File: src/rtl/shr_pkg.sv
package shr_pkg;
   localparam int BUS_W = 8;
   localparam int NIB_W = 4;
   localparam int NCH   = 3;

   typedef enum logic [1:0] {
      CH_STATUS = 2'b00,
      CH_X      = 2'b01,
      CH_Y      = 2'b10,
      CH_Z      = 2'b11
   } chan_e;

   typedef enum logic [1:0] {
      OFS_CTRL = 2'd0,
      OFS_PAR  = 2'd1,
      OFS_MEM  = 2'd2,
      OFS_CMD  = 2'd3
   } ofs_e;

   typedef struct packed {
      logic       irq_en;
      logic [3:0] led;
      chan_e      chan;
   } cmd_t;
endpackage

File: src/rtl/shr_capture.sv
module shr_capture #(
   parameter int NCH   = 3,
   parameter int CNT_W = 24
) (
   input  logic                 clk,
   input  logic                 rst_n,
   input  logic                 copy_req,
   input  logic                 busy,
   input  logic [NCH*CNT_W-1:0] live_all,
   output logic [NCH*CNT_W-1:0] hold_all,
   output logic                 pending
);
   logic want;
   logic take;

   assign want = copy_req | pending;
   assign take = want & ~busy;

   always_ff @(posedge clk) begin
      if (!rst_n) pending <= 1'b0;
      else        pending <= want & busy;
   end

   for (genvar ch = 0; ch < NCH; ch++) begin : g_chan
      always_ff @(posedge clk) begin
         if (!rst_n)
            hold_all[ch*CNT_W +: CNT_W] <= '0;
         else if (take)
            hold_all[ch*CNT_W +: CNT_W] <= live_all[ch*CNT_W +: CNT_W];
      end
   end
endmodule

File: src/rtl/shr_cmd.sv
module shr_cmd
   import shr_pkg::*;
#(
   parameter int PTR_W = 6
) (
   input  logic             clk,
   input  logic             rst_n,
   input  logic             cmd_wr,
   input  logic             cmd_clr,
   input  logic [7:0]       wdata,
   input  logic             ptr_step,
   input  logic             sw_event,
   input  logic             flag_clr,
   output cmd_t             cmd_q,
   output logic [PTR_W-1:0] ptr_q,
   output logic             flag_q
);
   always_ff @(posedge clk) begin
      if (!rst_n) begin
         cmd_q  <= '0;
         ptr_q  <= '0;
         flag_q <= 1'b0;
      end else begin
         if (cmd_clr) begin
            cmd_q <= '0;
         end else if (cmd_wr) begin
            cmd_q.irq_en <= wdata[7];
            cmd_q.led    <= wdata[6:3];
            cmd_q.chan   <= chan_e'(wdata[1:0]);
         end

         if (cmd_clr || cmd_wr) ptr_q <= '0;
         else if (ptr_step)     ptr_q <= ptr_q + 1'b1;

         if (sw_event)      flag_q <= 1'b1;
         else if (flag_clr) flag_q <= 1'b0;
      end
   end
endmodule

File: src/rtl/shr_mem.sv
module shr_mem #(
   parameter int DEPTH  = 64,
   parameter int PTR_W  = 6,
   parameter bit MEM_EN = 1'b1
) (
   input  logic             clk,
   input  logic             we,
   input  logic [PTR_W-1:0] ptr,
   input  logic [7:0]       wdata,
   output logic [7:0]       rdata
);
   if (MEM_EN) begin : g_ram
      logic [7:0] ram [DEPTH];
      always_ff @(posedge clk) begin
         if (we) ram[ptr] <= wdata;
      end
      assign rdata = ram[ptr];
   end else begin : g_none
      assign rdata = '0;
   end
endmodule

File: src/rtl/snapshot_host_regs.sv
module snapshot_host_regs
   import shr_pkg::*;
#(
   parameter int DIGITS    = 6,
   parameter int MEM_DEPTH = 64,
   parameter bit MEM_EN    = 1'b1
) (
   input  logic                    clk,
   input  logic                    rst_n,
   input  logic [1:0]              bus_addr_i,
   input  logic                    bus_wr_i,
   input  logic                    bus_rd_i,
   input  logic [7:0]              bus_wdata_i,
   output logic [7:0]              bus_rdata_o,
   input  logic [DIGITS*4-1:0]     cnt_x_i,
   input  logic [DIGITS*4-1:0]     cnt_y_i,
   input  logic [DIGITS*4-1:0]     cnt_z_i,
   input  logic                    cnt_busy_i,
   input  logic                    rate_err_i,
   input  logic                    sw_event_i,
   input  logic [7:0]              par_in_i,
   output logic [7:0]              par_out_o,
   output logic [3:0]              led_o,
   output logic                    irq_o,
   output logic                    cnt_clear_o
);
   localparam int CNT_W = DIGITS * NIB_W;
   localparam int PTR_W = $clog2(MEM_DEPTH);

   if (DIGITS < 1 || DIGITS > 15) begin : g_bad_digits
      $error("DIGITS must lie in 1..15");
   end
   if ((1 << PTR_W) != MEM_DEPTH || MEM_DEPTH <= DIGITS) begin : g_bad_depth
      $error("MEM_DEPTH must be a power of two larger than DIGITS");
   end

   // access decode
   logic rd_ctrl, rd_par, rd_mem, rd_cmd;
   logic wr_ctrl, wr_par, wr_mem, wr_cmd;
   assign rd_ctrl = bus_rd_i && (bus_addr_i == OFS_CTRL);
   assign rd_par  = bus_rd_i && (bus_addr_i == OFS_PAR);
   assign rd_mem  = bus_rd_i && (bus_addr_i == OFS_MEM);
   assign rd_cmd  = bus_rd_i && (bus_addr_i == OFS_CMD);
   assign wr_ctrl = bus_wr_i && (bus_addr_i == OFS_CTRL);
   assign wr_par  = bus_wr_i && (bus_addr_i == OFS_PAR);
   assign wr_mem  = bus_wr_i && (bus_addr_i == OFS_MEM);
   assign wr_cmd  = bus_wr_i && (bus_addr_i == OFS_CMD);

   logic copy_req, clr_req;
   assign copy_req = wr_ctrl &  bus_wdata_i[0];
   assign clr_req  = wr_ctrl & ~bus_wdata_i[0];

   // snapshot store
   logic [NCH*CNT_W-1:0] live_all;
   logic [NCH*CNT_W-1:0] hold_all;
   logic                 pending;
   assign live_all = {cnt_z_i, cnt_y_i, cnt_x_i};

   shr_capture #(.NCH(NCH), .CNT_W(CNT_W)) u_capture (
      .clk      (clk),
      .rst_n    (rst_n),
      .copy_req (copy_req),
      .busy     (cnt_busy_i),
      .live_all (live_all),
      .hold_all (hold_all),
      .pending  (pending)
   );

   // command, pointer, flag
   cmd_t             cmd_q;
   logic [PTR_W-1:0] ptr_q;
   logic             flag_q;
   logic             digit_rd;
   logic             ptr_step;

   assign digit_rd = rd_ctrl && (cmd_q.chan != CH_STATUS);
   assign ptr_step = digit_rd || rd_mem || wr_mem;

   shr_cmd #(.PTR_W(PTR_W)) u_cmd (
      .clk      (clk),
      .rst_n    (rst_n),
      .cmd_wr   (wr_cmd),
      .cmd_clr  (clr_req),
      .wdata    (bus_wdata_i),
      .ptr_step (ptr_step),
      .sw_event (sw_event_i),
      .flag_clr (rd_cmd),
      .cmd_q    (cmd_q),
      .ptr_q    (ptr_q),
      .flag_q   (flag_q)
   );

   // scratch memory
   logic [7:0] mem_rdata;
   shr_mem #(.DEPTH(MEM_DEPTH), .PTR_W(PTR_W), .MEM_EN(MEM_EN)) u_mem (
      .clk   (clk),
      .we    (wr_mem),
      .ptr   (ptr_q),
      .wdata (bus_wdata_i),
      .rdata (mem_rdata)
   );

   // parallel output latch and clear pulse
   always_ff @(posedge clk) begin
      if (!rst_n) begin
         par_out_o   <= '0;
         cnt_clear_o <= 1'b0;
      end else begin
         if (wr_par) par_out_o <= bus_wdata_i;
         cnt_clear_o <= clr_req;
      end
   end

   // digit selection
   logic [CNT_W-1:0] sel_word;
   logic [3:0]       digit;

   always_comb begin
      case (cmd_q.chan)
         CH_X:    sel_word = hold_all[0*CNT_W +: CNT_W];
         CH_Y:    sel_word = hold_all[1*CNT_W +: CNT_W];
         CH_Z:    sel_word = hold_all[2*CNT_W +: CNT_W];
         default: sel_word = '0;
      endcase
   end

   always_comb begin
      digit = '0;
      for (int d = 0; d < DIGITS; d++) begin
         if (ptr_q == PTR_W'(d)) digit = sel_word[(DIGITS-1-d)*NIB_W +: NIB_W];
      end
   end

   // read data
   logic [7:0] ctrl_byte;
   always_comb begin
      if (cmd_q.chan == CH_STATUS) ctrl_byte = {flag_q, rate_err_i, 2'b00, 4'hF};
      else                         ctrl_byte = {4'h0, digit};
   end

   always_comb begin
      case (bus_addr_i)
         OFS_CTRL: bus_rdata_o = ctrl_byte;
         OFS_PAR:  bus_rdata_o = par_in_i;
         OFS_MEM:  bus_rdata_o = mem_rdata;
         default:  bus_rdata_o = 8'hFF;
      endcase
   end

   assign led_o = cmd_q.led;
   assign irq_o = flag_q & cmd_q.irq_en;
endmodule

File: config.mk
export PLATFORM = sky130hd
export DESIGN_NAME = snapshot_host_regs
export DESIGN_NICKNAME = d
export VERILOG_FILES = /design/src/rtl/shr_pkg.sv /design/src/rtl/shr_capture.sv /design/src/rtl/shr_cmd.sv /design/src/rtl/shr_mem.sv /design/src/rtl/snapshot_host_regs.sv
export SDC_FILE = /design/constraint.sdc
export NUM_CORES = 1
export LEC_CHECK = 0
export ABC_AREA = 1
export CORE_MARGIN = 1
export CORE_UTILIZATION = 60
export CTS_BUF_LIST = sky130_fd_sc_hd__clkbuf_16
export CTS_CLUSTER_DIAMETER = 150
export CTS_CLUSTER_SIZE = 10
export DETAILED_ROUTE_END_ITERATION = 6
export PLACE_DENSITY_LB_ADDON = 0.12
export SETUP_SLACK_MARGIN = 0.15
export SYNTH_ARGS = -nofsm -noshare
export SYNTH_HDL_FRONTEND = slang
export SYNTH_HIERARCHICAL = 1
export SYNTH_SLANG_ARGS = --single-unit
File: constraint.sdc
create_clock -name clk -period 3.46 [get_ports clk]
set_input_delay 0.865 -clock clk [delete_from_list [all_inputs] [get_ports clk]]
set_output_delay 0.865 -clock clk [all_outputs]
set_load 0.02 [all_outputs]
Yosys cells after proc, flatten, opt, wreduce, memory -nomap -nowiden
Memory sizes are Yosys's and may differ from the RTL's. A register that Yosys moved wholly into a read port is not among the register bits. Cells that the tools add are included.

Register bits: 96. Bits in writable memories: 512. Memories: 1.

Memories: u_mem.g_ram.ram (depth 64, width 8, rd ports 1, clocked after memory_dff 1, wr ports 1, RTL line shr_mem.sv:13) `logic [7:0] ram [DEPTH];`.

Equality and inequality tests: 11. Add/sub/neg operators: 1. Reductions and logical operators: 18. Multiplexer cells: 15. Bitwise operators: 9.

Operators by type and width (number): $pmux W24 S3 (1); $mux W4 (6); $pmux W8 S3 (1); $eq A6 B2 Y1 const B (2); $eq A6 B3 Y1 const B (2); $mux W6 (2); $eq A2 B2 Y1 const B (4); $logic_and A1 B1 Y1 (8); $mux W8 (1); $add A6 B1 Y6 const B (1); $eq A6 B1 Y1 const B (1); $logic_not A6 Y1 (1); $and A1 B1 Y1 (5); $eq A2 B1 Y1 const B (2); $logic_not A2 Y1 (2); $mux W1 (4); $reduce_bool A2 Y1 (2); $reduce_or A2 Y1 (2); $logic_or A1 B1 Y1 (3); $not A1 Y1 (3); $or A1 B1 Y1 (1).

Logic depth before layout (Yosys ltp)
Depth in word-level cells: 10. Mapped depth: 17. Gate-level depth less buffers: 15.

By module
The synthesis kept the hierarchy.

By module, submodules not included: shr_mem (cells each 2159, sequential area each 15374.7 um2, area each 21884.7 um2, instances 1); shr_capture (cells each 470, sequential area each 1461.4 um2, area each 3161.8 um2, instances 1); snapshot_host_regs (cells each 270, sequential area each 180.2 um2, area each 1415.1 um2, instances 1); shr_cmd (cells each 73, sequential area each 280.3 um2, area each 556.8 um2, instances 1).

Worst setup path before layout
OpenSTA, ideal clock, no wires.

Path type: input-to-reg. From: input port bus_addr_i[1]. To: memory u_mem.g_ram.ram[41][0], enable pin. Cell stages on the path: 8. Setup slack: 0.388 ns. Arrival: 2.677 ns. Path buffers: 2. Path through: buf_2 inv_1 nor2_1 inv_1 nor2_1 clkbuf_1 inv_1 nor4_1.

Longest elaborated chain between the ends: 4.

Ends and longest elaborated chain: start, declared (RTL line snapshot_host_regs.sv:10) `input logic [1:0] bus_addr_i,`; $eq A2 B2 Y1 (RTL line snapshot_host_regs.sv:46) `assign wr_mem = bus_wr_i && (bus_addr_i == OFS_MEM);`; $logic_and A1 B1 Y1 (RTL line snapshot_host_regs.sv:46); net wr_mem (RTL line snapshot_host_regs.sv:39) `logic wr_ctrl, wr_par, wr_mem, wr_cmd;`; $mux W1 (RTL line shr_mem.sv:15) `if (we) ram[ptr] <= wdata;`; $mux W1 (implied by the code) (RTL line shr_mem.sv:15); end, declared (RTL line shr_mem.sv:13).

The timed path passes the listed nets, and every way through them passes these cells.

Final worst setup path
From: register u_cmd.ptr_q[0]. To: output port bus_rdata_o[1].

Longest elaborated chain between the ends: 9. Elaborated cells between the ends (all ways): 14. Those cells by class: eq/ne: 5; mux: 8; reduce/logical: 1.

Ends and longest elaborated chain: start, declared (RTL line shr_cmd.sv:15) `output logic [PTR_W-1:0] ptr_q,`; start signal, assigned (RTL line shr_cmd.sv:33) `else if (ptr_step) ptr_q <= ptr_q + 1'b1;`; $logic_not A6 Y1 (RTL line snapshot_host_regs.sv:130) `if (ptr_q == PTR_W'(d)) digit = sel_word[(DIGITS-1-d)*NIB_W +: NIB_W];`; $mux W4 (5 in a row) (RTL line snapshot_host_regs.sv:130); $mux W4 (*) (RTL line snapshot_host_regs.sv:130); $mux W8 (*) (RTL line snapshot_host_regs.sv:137) `if (cmd_q.chan == CH_STATUS) ctrl_byte = {flag_q, rate_err_i, 2'b00, 4'hF};`; $pmux W8 S3 (*) (RTL line snapshot_host_regs.sv:142) `case (bus_addr_i)`; end, declared (RTL line snapshot_host_regs.sv:14) `output logic [7:0] bus_rdata_o,`.

Mark *: on every way between the ends. The rest lies on a longest branch, timed or not.

==> impl_metrics.csv <==
group,metric,value,unit
floorplanning,start_util,61.0,%
clock_network,cts_num_sinks,608,
drt,drc,1,
min_path,hold_path_class,"flip-flop to flip-flop",
drt,drt-wirelength-per-cell,19.0,um
worst_setup_path,cpMaxStageDelayCell,"dfxtp_4",
timing,fin_ws,-212,ps
finish,multi_input_area,8610,sq um
timing,setup_violations,8,
clock_network,cts_buffer_depth,3,
global_routing,grt_antenna_before_repair,0,
worst_setup_path,cp-start-kind,"flip-flop",
global_routing,grt_first_pass_wirelength,113,mm
power_and_ir_drop,seq_power_share,50.8,%
drt,met2_length,35.3,mm
power_and_ir_drop,power.density,485,nW/um^2
drt,ant_nets,0,
power_and_ir_drop,clkPwrFrac,40.5,%
finish,num-fill-cells,3168,
worst_setup_path,cp-startpoint,"u_cmd/ptr_q[0]",
placement,hpwlAfterDp,43.7,mm
worst_setup_path,cp_common_cell,"nand2_1",
global_routing,gr-total-overflow,0,
placement,place.gp.congestion,0.903,
worst_setup_path,worst-path-max-fanout,31,
worst_setup_path,worst_ep_required_time,2590,ps
worst_setup_path,crit_path_end,"bus_rdata_o[1]",
floorplanning,dieArea,45900,sq um
synth,ys_seq_area_share,64.0,%
floorplanning,rows,77,
worst_setup_path,cp_cell_sequence,"inv_12 -> buf_12 -> nand2_1 -> nand2_1 -> nand2_1 -> nand2_1 -> nand2_1 -> nand2_2 -> nand2_1 -> nand2_2 -> nor2_2 -> nand2_2 -> a221oi_4 -> nand2_2 -> buf_6",
synth,yosysTopAreaCell,"edfxtp_1",
timing,tightest_slew,1010,ps
status,outcome,"finished with violations",
floorplanning,die_x,214,um
worst_setup_path,reg2reg_slack,1220,ps
timing,post-route-min-period,3670,ps
floorplanning,core,44300,sq um
global_routing,first_global_vias,21000,
clock_network,numCtsBuffers,70,
drt,routed-wl-met3,6.47,mm
synth,ys.flop_type,"edfxtp_1",
synth,synth_cells,2972,
timing,rsz0062_at_grt,"true",
timing,setup_tns,-1290,ps
drt,wl,73.0,mm
synth,yosys_warnings,6,
floorplanning,die_height,214,um
clock_network,cts_tree,"done",
placement,pre_cts_ws,-249,ps
global_routing,grt_start_max_net_pins,74,
clock_network,htree_levels,3,
synth,synth.distinct_cells,41,
worst_setup_path,path_class,"flip-flop to output port",
synth,synthTopCellsByArea,"edfxtp_1 (57%), nand2_1 (22%), dfxtp_1 (7.1%)",
power_and_ir_drop,swShare,23.0,%
finish,seq_area,17300,sq um
drt,drtIter0Drc,2389,
drt,wl_met1,28.4,mm
worst_setup_path,r2r_end,"u_mem/g_ram.ram[61][7]",
worst_setup_path,reg2reg_from,"u_cmd/ptr_q[2]",
worst_setup_path,r2r_cells,7,
power_and_ir_drop,combPwrFrac,8.7,%
finish,n_antenna_cell,0,
run,cap_violations,0,
timing,whs,466,ps
timing,fmax,272,MHz
power_and_ir_drop,internal-power,12.1,mW
finish,final_cell_mix,"nand2_1 (1506), edfxtp_1 (512), nor2_1 (271)",
timing,drv_slew,0,
timing,post-route-period-util,106,%
drt,vias_per_cell,5.52,
clock_network,clkTransAtPathRegs,60,ps
finish,layout_commonest_cell,"nand2_1",
worst_setup_path,end_kind,"output port",
synth,async_reset_ff_share,0,%
synth,syn-num-nets,3070,
timing,hold_viol_final,0,
drt,dr_total_vias,21200,
worst_setup_path,cp_top_family,"simple AND/OR/NAND/NOR gates",
worst_setup_path,crit_cells,15,
synth,netlist_area,27000,sq um
synth,synth_top_area_share,56.9,%
synth,avgSynthCellArea,9.09,sq um
drt,dr.pass1.iters,7,
timing,skew,13.8,ps
clock_network,ctsRootBufferMaster,"clkbuf_16",
floorplanning,design.portCount,119,
worst_setup_path,path_buf_inv,3,
worst_setup_path,slowest_delay,490,ps
drt,top_layer_used,"met4",
global_routing,grt.total_usage,32.0,%
finish,syn2layout_area_growth,20.2,%
synth,synth-seq-cells,608,
timing,slew_headroom,32.6,%
power_and_ir_drop,power.leakage,13.9,nW
power_and_ir_drop,p_sw,3.63,mW
worst_setup_path,critPathArrivalTime,2810,ps
status,violations,"design-rule violations, negative setup slack",
clock_network,worstSkewPairLatency,610,ps
synth,synth_edf_count,512,
power_and_ir_drop,peakVddDrop,0.532,mV
finish,layout-drive-gt1-share,13.1,%
finish,layout.nets,3320,
placement,io_buffers,118,
==> synth_stat cells (all sizes together) (2+ instances only) <==
master	instances
buf	111
o21ai	25
nor2	293
inv	141
nand2	1582
or2	6
nor4	2
clkbuf	30
a221oi	3
a21oi	15
a41oi	2
o211ai	6
nand4	9
nor3	9
dfxtp	96
edfxtp	512
nand3	123
==> worst min path at each step <==
stage / depth (start not counted) / endpoint / slack, ps / startpoint
6_report: 2 / u_cmd/cmd_q[5] / 470 / u_cmd/cmd_q[5]
4_1_cts: 2 / u_cmd/cmd_q[0] / 460 / u_cmd/cmd_q[0]
5_1_grt: 2 / u_cmd/cmd_q[5] / 490 / u_cmd/cmd_q[5]
2_1_floorplan: 2 / u_cmd/cmd_q[6] / 440 / u_cmd/cmd_q[6]
3_5_place_dp: 2 / u_cmd/cmd_q[0] / 450 / u_cmd/cmd_q[0]
3_3_place_gp: 2 / u_cmd/cmd_q[0] / 450 / u_cmd/cmd_q[0]
==> worst register-to-register path, stage by stage, from the launching register on <==
cell	delay (ps)
dfxtp_2	370
clkinv_1	170
buf_12	220
nor2_2	310
nand3_1	220
buf_4	260
nor2_1	180
buf_4	210
==> routing by layer <==
| metal | global-route usage [%] | vias to the layer above |
|---|---|---|
| li1 | - | 9964 |
| met1 | 41.8 | 9966 |
| met2 | 52.9 | 1042 |
| met3 | 5.30 | 191 |
| met4 | 14.1 | 0 |
| met5 | 0 | - |
==> registers in the layout (all words and copies together) (netlist names) <==
name and cells:
cnt_clear_o 1, u_cmd/cmd_q 7, u_cmd/ptr_q 6, u_cmd/flag_q 1, u_capture/hold_all 72, par_out_o 8
u_mem/g_ram.ram 512, u_capture/pending 1
==> stage by stage <==
step	power, mW	cells	instance area [sq um]	util [%]
after floorplan	8.81	2972	27000	-
after global placement	9.30	3720	29700	67.0
after detailed placement	9.33	3720	29700	67.0
after CTS	15.8	3831	32300	72.8
after global routing	16.2	3833	32500	73.3
final	15.8	3833	32500	73.3
==> power by group through the flow <==
stage	logic, mW	registers (mW)	clock network [mW]
final	1.37	8.00	6.39
after detailed placement	1.18	8.14	0
after CTS	1.33	8.00	6.45
after global routing	1.49	8.00	6.71
after floorplan	0.660	8.15	0
after global placement	1.16	8.14	0
==> layout make-up <==
| type | instances | area share (%) |
|---|---|---|
| Sequential cell | 608 | 53.3 |
| Multi-Input combinational cell | 2081 | 26.5 |
| Timing Repair Buffer | 318 | 10.3 |
| Clock buffer | 70 | 5.40 |
| Tap cell | 592 | 2.28 |
| Inverter | 142 | 1.75 |
| Clock inverter | 21 | 0.443 |
| Timing Repair inverter | 1 | 0.0347 |
==> repair_timing <==
| item | CTS | global route |
|---|---|---|
| buffers inserted | 8 | 1 |
| gates cloned | 12 | 1 |
| setup endpoints to repair | 8 | 8 |
| pin swaps | 40 | 30 |
| gates resized for setup | 134 | 56 |
| hold buffers | 0 | 0 |
==> cells by family after synthesis <==
logic type,share of synthesized area (%)
adder cells (fa/ha/maj),0.0463
flip-flops,64.0
multiplexers,0.0370
buffers and inverters,5.42
AND/OR/NAND/NOR,29.4
AO/OA/AOI/OAI,1.10
No activity file was read; power rests on OpenSTA's default activity.
